[src/rtl/osd_wr_pkg.sv]
package osd_wr_pkg;
    typedef enum logic [2:0] {
        SEL_ROW  = 3'd0,
        SEL_COL  = 3'd1,
        SEL_HIGH = 3'd2,
        SEL_LOW  = 3'd3,
        SEL_CTL  = 3'd4
    } reg_sel_e;

    typedef enum logic {
        ST_READY   = 1'b0,
        ST_PENDING = 1'b1
    } xfer_state_e;

    typedef enum logic {
        DE_CLEAR = 1'b0,
        DE_SET   = 1'b1
    } dend_state_e;

    localparam int CTL_READY_BIT = 0;
    localparam int CTL_DEND_BIT  = 1;
    localparam int CTL_IEN_BIT   = 2;
endpackage

[src/rtl/osd_wr_regs.sv]
module osd_wr_regs
    import osd_wr_pkg::*;
#(
    parameter int ROW_W  = 4,
    parameter int COL_W  = 5,
    parameter int BYTE_W = 8
) (
    input  logic              clk,
    input  logic              rst_n,
    input  logic              reg_we,
    input  logic [2:0]        reg_sel,
    input  logic [BYTE_W-1:0] reg_wdata,
    output logic [BYTE_W-1:0] reg_rdata,
    input  logic              wr_ready,
    input  logic              dend_flag,
    output logic [ROW_W-1:0]  row_q,
    output logic [COL_W-1:0]  col_q,
    output logic [BYTE_W-1:0] high_q,
    output logic              low_wr,
    output logic              ctl_wr,
    output logic              irq_en
);
    logic [BYTE_W-1:0] low_q;
    logic              row_wr;
    logic              col_wr;
    logic              high_wr;

    always_comb begin
        row_wr  = reg_we && (reg_sel == SEL_ROW);
        col_wr  = reg_we && (reg_sel == SEL_COL);
        high_wr = reg_we && (reg_sel == SEL_HIGH);
        low_wr  = reg_we && (reg_sel == SEL_LOW);
        ctl_wr  = reg_we && (reg_sel == SEL_CTL);
    end

    always_ff @(posedge clk or negedge rst_n) begin
        if (!rst_n) begin
            row_q  <= '0;
            col_q  <= '0;
            irq_en <= 1'b0;
        end else begin
            if (row_wr) begin
                row_q <= reg_wdata[ROW_W-1:0];
            end
            if (col_wr) begin
                col_q <= reg_wdata[COL_W-1:0];
            end
            if (ctl_wr) begin
                irq_en <= reg_wdata[CTL_IEN_BIT];
            end
        end
    end

    // data byte registers keep their contents through reset
    always_ff @(posedge clk) begin
        if (high_wr) begin
            high_q <= reg_wdata;
        end
        if (low_wr) begin
            low_q <= reg_wdata;
        end
    end

    always_comb begin
        reg_rdata = '0;
        unique case (reg_sel)
            SEL_ROW:  reg_rdata[ROW_W-1:0] = row_q;
            SEL_COL:  reg_rdata[COL_W-1:0] = col_q;
            SEL_HIGH: reg_rdata = high_q;
            SEL_LOW:  reg_rdata = low_q;
            SEL_CTL: begin
                reg_rdata[CTL_READY_BIT] = wr_ready;
                reg_rdata[CTL_DEND_BIT]  = dend_flag;
                reg_rdata[CTL_IEN_BIT]   = irq_en;
            end
            default:  reg_rdata = '0;
        endcase
    end


    row_reset_chk: assert property (@(posedge clk) $rose(rst_n) |-> (row_q == '0 && col_q == '0 && !irq_en));
endmodule

[src/rtl/osd_wr_xfer.sv]
module osd_wr_xfer
    import osd_wr_pkg::*;
#(
    parameter int ROW_W  = 4,
    parameter int COL_W  = 5,
    parameter int BYTE_W = 8,
    localparam int ADDR_W = ROW_W + COL_W,
    localparam int WORD_W = 2 * BYTE_W
) (
    input  logic              clk,
    input  logic              rst_n,
    input  logic              low_wr,
    input  logic [BYTE_W-1:0] low_byte,
    input  logic [ROW_W-1:0]  row_q,
    input  logic [COL_W-1:0]  col_q,
    input  logic [BYTE_W-1:0] high_q,
    input  logic              grant,
    output logic              ram_we,
    output logic [ADDR_W-1:0] ram_addr,
    output logic [WORD_W-1:0] ram_wdata,
    output logic              wr_ready
);
    xfer_state_e       state_q;
    xfer_state_e       state_d;
    logic [ADDR_W-1:0] addr_hold;
    logic [WORD_W-1:0] word_hold;

    // next-state decision: LOAD, RELOAD, COMMIT, WAIT
    always_comb begin
        state_d = state_q;
        unique case (state_q)
            ST_READY: begin
                if (low_wr) begin
                    state_d = ST_PENDING;
                end
            end
            ST_PENDING: begin
                if (low_wr) begin
                    state_d = ST_PENDING;
                end else if (grant) begin
                    state_d = ST_READY;
                end
            end
            default: state_d = ST_READY;
        endcase
    end

    always_ff @(posedge clk or negedge rst_n) begin
        if (!rst_n) begin
            state_q <= ST_READY;
        end else begin
            state_q <= state_d;
        end
    end

    // snapshot taken on every low byte write
    always_ff @(posedge clk or negedge rst_n) begin
        if (!rst_n) begin
            addr_hold <= '0;
            word_hold <= '0;
        end else if (low_wr) begin
            addr_hold <= {row_q, col_q};
            word_hold <= {high_q, low_byte};
        end
    end

    // outputs
    always_comb begin
        ram_we    = 1'b0;
        wr_ready  = 1'b1;
        ram_addr  = addr_hold;
        ram_wdata = word_hold;
        unique case (state_q)
            ST_READY: begin
                wr_ready = 1'b1;
            end
            ST_PENDING: begin
                wr_ready = 1'b0;
                ram_we   = grant && !low_wr;
            end
            default: begin
                wr_ready = 1'b1;
            end
        endcase
    end


    low_clears_ready_chk: assert property (@(posedge clk) disable iff (!rst_n) low_wr |=> !wr_ready);

    commit_sets_ready_chk: assert property (@(posedge clk) disable iff (!rst_n) ram_we |=> wr_ready);

    write_needs_grant_chk: assert property (@(posedge clk) disable iff (!rst_n) ram_we |-> (grant && !wr_ready));

    no_write_on_reload_chk: assert property (@(posedge clk) disable iff (!rst_n) low_wr |-> !ram_we);

    held_word_stable_chk: assert property (@(posedge clk) disable iff (!rst_n)
        (!wr_ready && !low_wr) |=> ($stable(ram_addr) && $stable(ram_wdata)));
endmodule

[src/rtl/osd_wr_dend.sv]
module osd_wr_dend
    import osd_wr_pkg::*;
#(
    parameter int RIDX_W   = 4,
    parameter int LAST_ROW = 15
) (
    input  logic              clk,
    input  logic              rst_n,
    input  logic              row_end,
    input  logic [RIDX_W-1:0] row_idx,
    input  logic              ctl_wr,
    input  logic              keep_bit,
    input  logic              irq_en,
    output logic              dend_flag,
    output logic              irq
);
    localparam logic [RIDX_W-1:0] LAST_IDX = RIDX_W'(LAST_ROW);

    dend_state_e state_q;
    dend_state_e state_d;
    logic        frame_end;
    logic        sw_clear;

    always_comb begin
        frame_end = row_end && (row_idx == LAST_IDX);
        sw_clear  = ctl_wr && !keep_bit;
    end

    // FRAME_END and SW_CLEAR; a set event wins over a clear
    always_comb begin
        state_d = state_q;
        unique case (state_q)
            DE_CLEAR: begin
                if (frame_end) begin
                    state_d = DE_SET;
                end
            end
            DE_SET: begin
                if (sw_clear && !frame_end) begin
                    state_d = DE_CLEAR;
                end
            end
            default: state_d = DE_CLEAR;
        endcase
    end

    always_ff @(posedge clk or negedge rst_n) begin
        if (!rst_n) begin
            state_q <= DE_CLEAR;
        end else begin
            state_q <= state_d;
        end
    end

    always_comb begin
        dend_flag = 1'b0;
        unique case (state_q)
            DE_CLEAR: dend_flag = 1'b0;
            DE_SET:   dend_flag = 1'b1;
            default:  dend_flag = 1'b0;
        endcase
        irq = dend_flag && irq_en;
    end


    flag_rise_cause_chk: assert property (@(posedge clk) disable iff (!rst_n)
        $rose(dend_flag) |-> $past(row_end && row_idx == LAST_IDX));

    frame_end_sets_chk: assert property (@(posedge clk) disable iff (!rst_n) frame_end |=> dend_flag);

    keep_write_stable_chk: assert property (@(posedge clk) disable iff (!rst_n)
        (ctl_wr && keep_bit && !frame_end) |=> $stable(dend_flag));

    clear_write_chk: assert property (@(posedge clk) disable iff (!rst_n)
        (ctl_wr && !keep_bit && !frame_end) |=> !dend_flag);
endmodule

[src/rtl/osd_wr_port.sv]
module osd_wr_port
    import osd_wr_pkg::*;
#(
    parameter int ROW_W    = 4,
    parameter int COL_W    = 5,
    parameter int BYTE_W   = 8,
    parameter int LAST_ROW = 15,
    localparam int ADDR_W  = ROW_W + COL_W,
    localparam int WORD_W  = 2 * BYTE_W
) (
    input  logic              clk,
    input  logic              rst_n,
    input  logic              reg_we,
    input  logic [2:0]        reg_sel,
    input  logic [BYTE_W-1:0] reg_wdata,
    output logic [BYTE_W-1:0] reg_rdata,
    input  logic              grant,
    input  logic              row_end,
    input  logic [ROW_W-1:0]  row_idx,
    output logic              ram_we,
    output logic [ADDR_W-1:0] ram_addr,
    output logic [WORD_W-1:0] ram_wdata,
    output logic              irq
);
    logic [ROW_W-1:0]  row_q;
    logic [COL_W-1:0]  col_q;
    logic [BYTE_W-1:0] high_q;
    logic              low_wr;
    logic              ctl_wr;
    logic              irq_en;
    logic              wr_ready;
    logic              dend_flag;

    osd_wr_regs #(.ROW_W(ROW_W), .COL_W(COL_W), .BYTE_W(BYTE_W)) u_regs (
        .clk       (clk),
        .rst_n     (rst_n),
        .reg_we    (reg_we),
        .reg_sel   (reg_sel),
        .reg_wdata (reg_wdata),
        .reg_rdata (reg_rdata),
        .wr_ready  (wr_ready),
        .dend_flag (dend_flag),
        .row_q     (row_q),
        .col_q     (col_q),
        .high_q    (high_q),
        .low_wr    (low_wr),
        .ctl_wr    (ctl_wr),
        .irq_en    (irq_en)
    );

    osd_wr_xfer #(.ROW_W(ROW_W), .COL_W(COL_W), .BYTE_W(BYTE_W)) u_xfer (
        .clk       (clk),
        .rst_n     (rst_n),
        .low_wr    (low_wr),
        .low_byte  (reg_wdata),
        .row_q     (row_q),
        .col_q     (col_q),
        .high_q    (high_q),
        .grant     (grant),
        .ram_we    (ram_we),
        .ram_addr  (ram_addr),
        .ram_wdata (ram_wdata),
        .wr_ready  (wr_ready)
    );

    osd_wr_dend #(.RIDX_W(ROW_W), .LAST_ROW(LAST_ROW)) u_dend (
        .clk       (clk),
        .rst_n     (rst_n),
        .row_end   (row_end),
        .row_idx   (row_idx),
        .ctl_wr    (ctl_wr),
        .keep_bit  (reg_wdata[CTL_DEND_BIT]),
        .irq_en    (irq_en),
        .dend_flag (dend_flag),
        .irq       (irq)
    );


    high_keeps_ready_chk: assert property (@(posedge clk) disable iff (!rst_n)
        (reg_we && reg_sel == SEL_HIGH && wr_ready) |=> wr_ready);

    irq_needs_flag_chk: assert property (@(posedge clk) disable iff (!rst_n) irq |-> dend_flag);
endmodule

[config.mk]
export PLATFORM = sky130hd
export DESIGN_NAME = osd_wr_port
export DESIGN_NICKNAME = d
export VERILOG_FILES = /design/src/rtl/osd_wr_pkg.sv /design/src/rtl/osd_wr_regs.sv /design/src/rtl/osd_wr_xfer.sv /design/src/rtl/osd_wr_dend.sv /design/src/rtl/osd_wr_port.sv
export SDC_FILE = /design/constraint.sdc
export NUM_CORES = 1
export LEC_CHECK = 0
export BUFFER_PORTS_ARGS = -buffer_cell sky130_fd_sc_hd__buf_2
export CAP_MARGIN = 20
export CORE_MARGIN = 5
export CORE_UTILIZATION = 30
export DETAILED_ROUTE_END_ITERATION = 16
export GPL_ROUTABILITY_DRIVEN = 0
export PLACE_DENSITY = 0.48
export SKIP_LAST_GASP = 1
export SYNTH_ARGS = -nofsm -noshare
export SYNTH_HDL_FRONTEND = slang
export SYNTH_SLANG_ARGS = --single-unit
[constraint.sdc]
create_clock -name clk -period 2.3 [get_ports clk]
set_input_delay 0.115 -clock clk [delete_from_list [all_inputs] [get_ports clk]]
set_output_delay 0.115 -clock clk [all_outputs]
set_load 0.02 [all_outputs]
==> reports/qor.txt <==
Seq/Total Area, Yosys: 61.7%
fraction of registers with async set/reset: 69.8%
largest area contributor in the netlist: dfrtp_1
startpoint type of the worst setup path: register
final setup vio count: 0
Antenna Cells: 0
Worst Hold Depth: 2
Post-Syn Instances: 140
Critical Path Sink Type: output port
post-DP HPWL: 3460 microns
hold_ws: 0.0159 ns
Total GRT Usage: 10.5%
synth unique cells: 30
mux contribution to synthesized area: 25.2%
clk sink count: 53
count leader, synth: dfrtp_1
RSZ-0062 raised after global routing: no
# DRC: 0
CTS Buf Count: 5
Total Power: 2.42 mW
syn nets: 160
vias in the first global route: 1539
Area growth, synth to finish: 19.8%
XOR/XNOR Fraction of Synth Area: 0%
critical setup path kind: register to output port
final WL: 4750 microns
status: finished, final reports clean
First-pass DRT Iterations: 4
Clock Latency Late Sink: 0.30 ns
FP Rows: 31
fmax: 625 MHz
max_cap viols: 0
NetSw: 708 uW
die area: 9440 sq um
IO Pins: 55
fin crit period: 1.60 ns
I/O Buffers: 54
via count: 1329
Worst EP arrival: 1.48 ns
Hold Path Class: input pin to register
crit share post-route: 69.5%
Worst Path Required: 2.18 ns
Worst Path Max Fanout: 2
Max Root-Sink Buffers: 2
mapped cell area: 2280 sq um
H-tree levels: 2
CTS clk-pin slew, worst paths: 0.09 ns
Util after Layout: 37.2%
Comb power frac: 25.9%
Slew @ Worst Pin: 0.819 ns
Iter 0 DRT Violations: 48
largest cells by area after synthesis: dfrtp_1, edfxtp_1, mux2_4
Sw Ratio: 29.3%
Final #Nets: 215
DR WL/cell: 16.1 microns
Die H: 97.2 microns
Hold Path End: u_xfer.state_q$_DFF_PN0_
DRT antenna net count: 0
Hold Startpoint: grant
Relative slew margins: 45.4%
Main synth FF type: dfrtp_1
post-synthesis register bit count: 53
Die Width: 97.2 microns
Fin. Hold Viols: 0
Clock Skew: 0.00652 ns
detailed-route vias per instance: 4.51
simple-gate share of the synthesized area: 7.30%
Adder-Cell Fraction of Synth Area: 0%
Worst VDD drop: 0.307 mV
R2R cell count: 1
Critical R2R Capture: u_xfer.ram_wdata[9]$_DFFE_PN0P_
pwr/cell area: 885 nW/um^2
Core ar.: 7330 sq um
LEAKAGE: 1.28 nW
register-to-register path setup slack: 1.49 ns
first-pass GRT wire length: 7840 microns
CTS tree: built
largest family of logic cells by synthesized area: multiplexers
share of cells above drive strength 1: 53.6%
initial core utilization: 31.1%
Post-synth EDFFs: 16
Commonest cells post-synth: dfrtp_1, mux2_2, mux2_4
initial antenna violation count: 0
Slew Viols, Final: 0
Seq pwr share: 51.0%
Synth Area in Compound Gates: 2.69%
pin count of the biggest net entering global routing: 38
R2R Path Start: u_regs.high_q[1]$_DFFE_PP_
Clock power frac: 23.0%
CTS root buf: clkbuf_8
total grt overflow: 0
share of the synthesized area in the top cell type: 40.6%
Cell Int Power: 1.71 mW
Ys Warns: 0
Final TNS setup: 0 ns
Syn Area/Cell: 16.3 sq um
filler cell count: 725
==> cells by family after synthesis <==
family / count (synthesis)
compound gates: 8
buf+inv: 10
flops: 53
mux: 45
simple gates: 24
==> repair_timing <==
action                    CTS  global route
hold buffers                1             0
hold endpoints to repair   37             0
buffers inserted            0             0
gates resized for setup     0             0
==> state kept, by name (all words and copies together) (netlist names) <==
name              count
u_xfer.ram_wdata     16
u_xfer.ram_addr       9
u_regs.high_q         8
u_regs.low_q          8
u_regs.col_q          5
u_regs.row_q          4
u_dend.state_q        1
u_regs.irq_en         1
u_xfer.state_q        1
==> worst max-delay path by stage <==
| stage | from | end | slack, ns | cells after the start |
|---|---|---|---|---|
| floorplan | reg_sel[1] | reg_rdata[4] | 1.15 | 5 |
| global placement | reg_sel[0] | u_xfer.ram_wdata[5]$_DFFE_PN0P_ | 0.74 | 4 |
| detailed placement | reg_sel[0] | u_regs.low_q[3]$_DFFE_PP_ | 0.70 | 3 |
| CTS | u_regs.col_q[1]$_DFFE_PN0P_ | reg_rdata[1] | 0.68 | 3 |
| global route | u_xfer.state_q$_DFF_PN0_ | reg_rdata[0] | 0.54 | 3 |
| finish | u_regs.high_q[3]$_DFFE_PP_ | reg_rdata[3] | 0.70 | 3 |
==> per-stage QoR <==
step	instances	area [sq um]	worst slack (ns)
floorplan	140	2280	1.15
global placement	286	2620	0.736
detailed placement	286	2620	0.701
CTS	295	2730	0.676
global route	295	2730	0.536
finish	295	2730	0.701
==> layout by cell type, fill, tap and decap left out, types with 3 or more instances in the layout <==
cell,synthesis,layout
mux2_4,17,17
buf_2,2,54
nor3_1,3,3
clkbuf_8,0,7
nor2_1,4,4
dfrtp_1,37,37
mux2_2,21,21
nand2_1,3,3
edfxtp_1,16,16
nor2b_1,3,3
mux2i_1,6,6
==> layout make-up <==
| type | count | area [sq um] | share of cell area, % |
|---|---|---|---|
| Sequential cell | 53 | 1410 | 51.5 |
| Multi-Input combinational cell | 77 | 802 | 29.4 |
| Timing Repair Buffer | 56 | 288 | 10.5 |
| Tap cell | 99 | 124 | 4.54 |
| Clock buffer | 7 | 96.3 | 3.53 |
| Inverter | 2 | 7.51 | 0.275 |
| Clock inverter | 1 | 5.00 | 0.183 |
==> routing by layer <==
layer | wire length [microns] | global-route usage, %
met1 | 2060 | 12.2
met2 | 2410 | 18.2
met3 | 222 | 3.30
met4 | 61 | 3.89
met5 | 0 | 0
==> critical path, stage by stage (launching register included) <==
cell	delay, ns
edfxtp_1	0.42
mux4_2	0.46
nor2b_1	0.14
buf_2	0.17
==> power groups by stage <==
| stage | Clock (mW) | Combinational, mW | Sequential [mW] |
|---|---|---|---|
| 2_1_floorplan | 0 | 0.278 | 1.39 |
| 3_3_place_gp | 0 | 0.631 | 1.25 |
| 3_5_place_dp | 0 | 0.641 | 1.25 |
| 4_1_cts | 0.584 | 0.643 | 1.24 |
| 5_1_grt | 0.631 | 0.676 | 1.26 |
| 6_report | 0.556 | 0.626 | 1.23 |
Note: power is estimated with default switching activity, not from simulation.
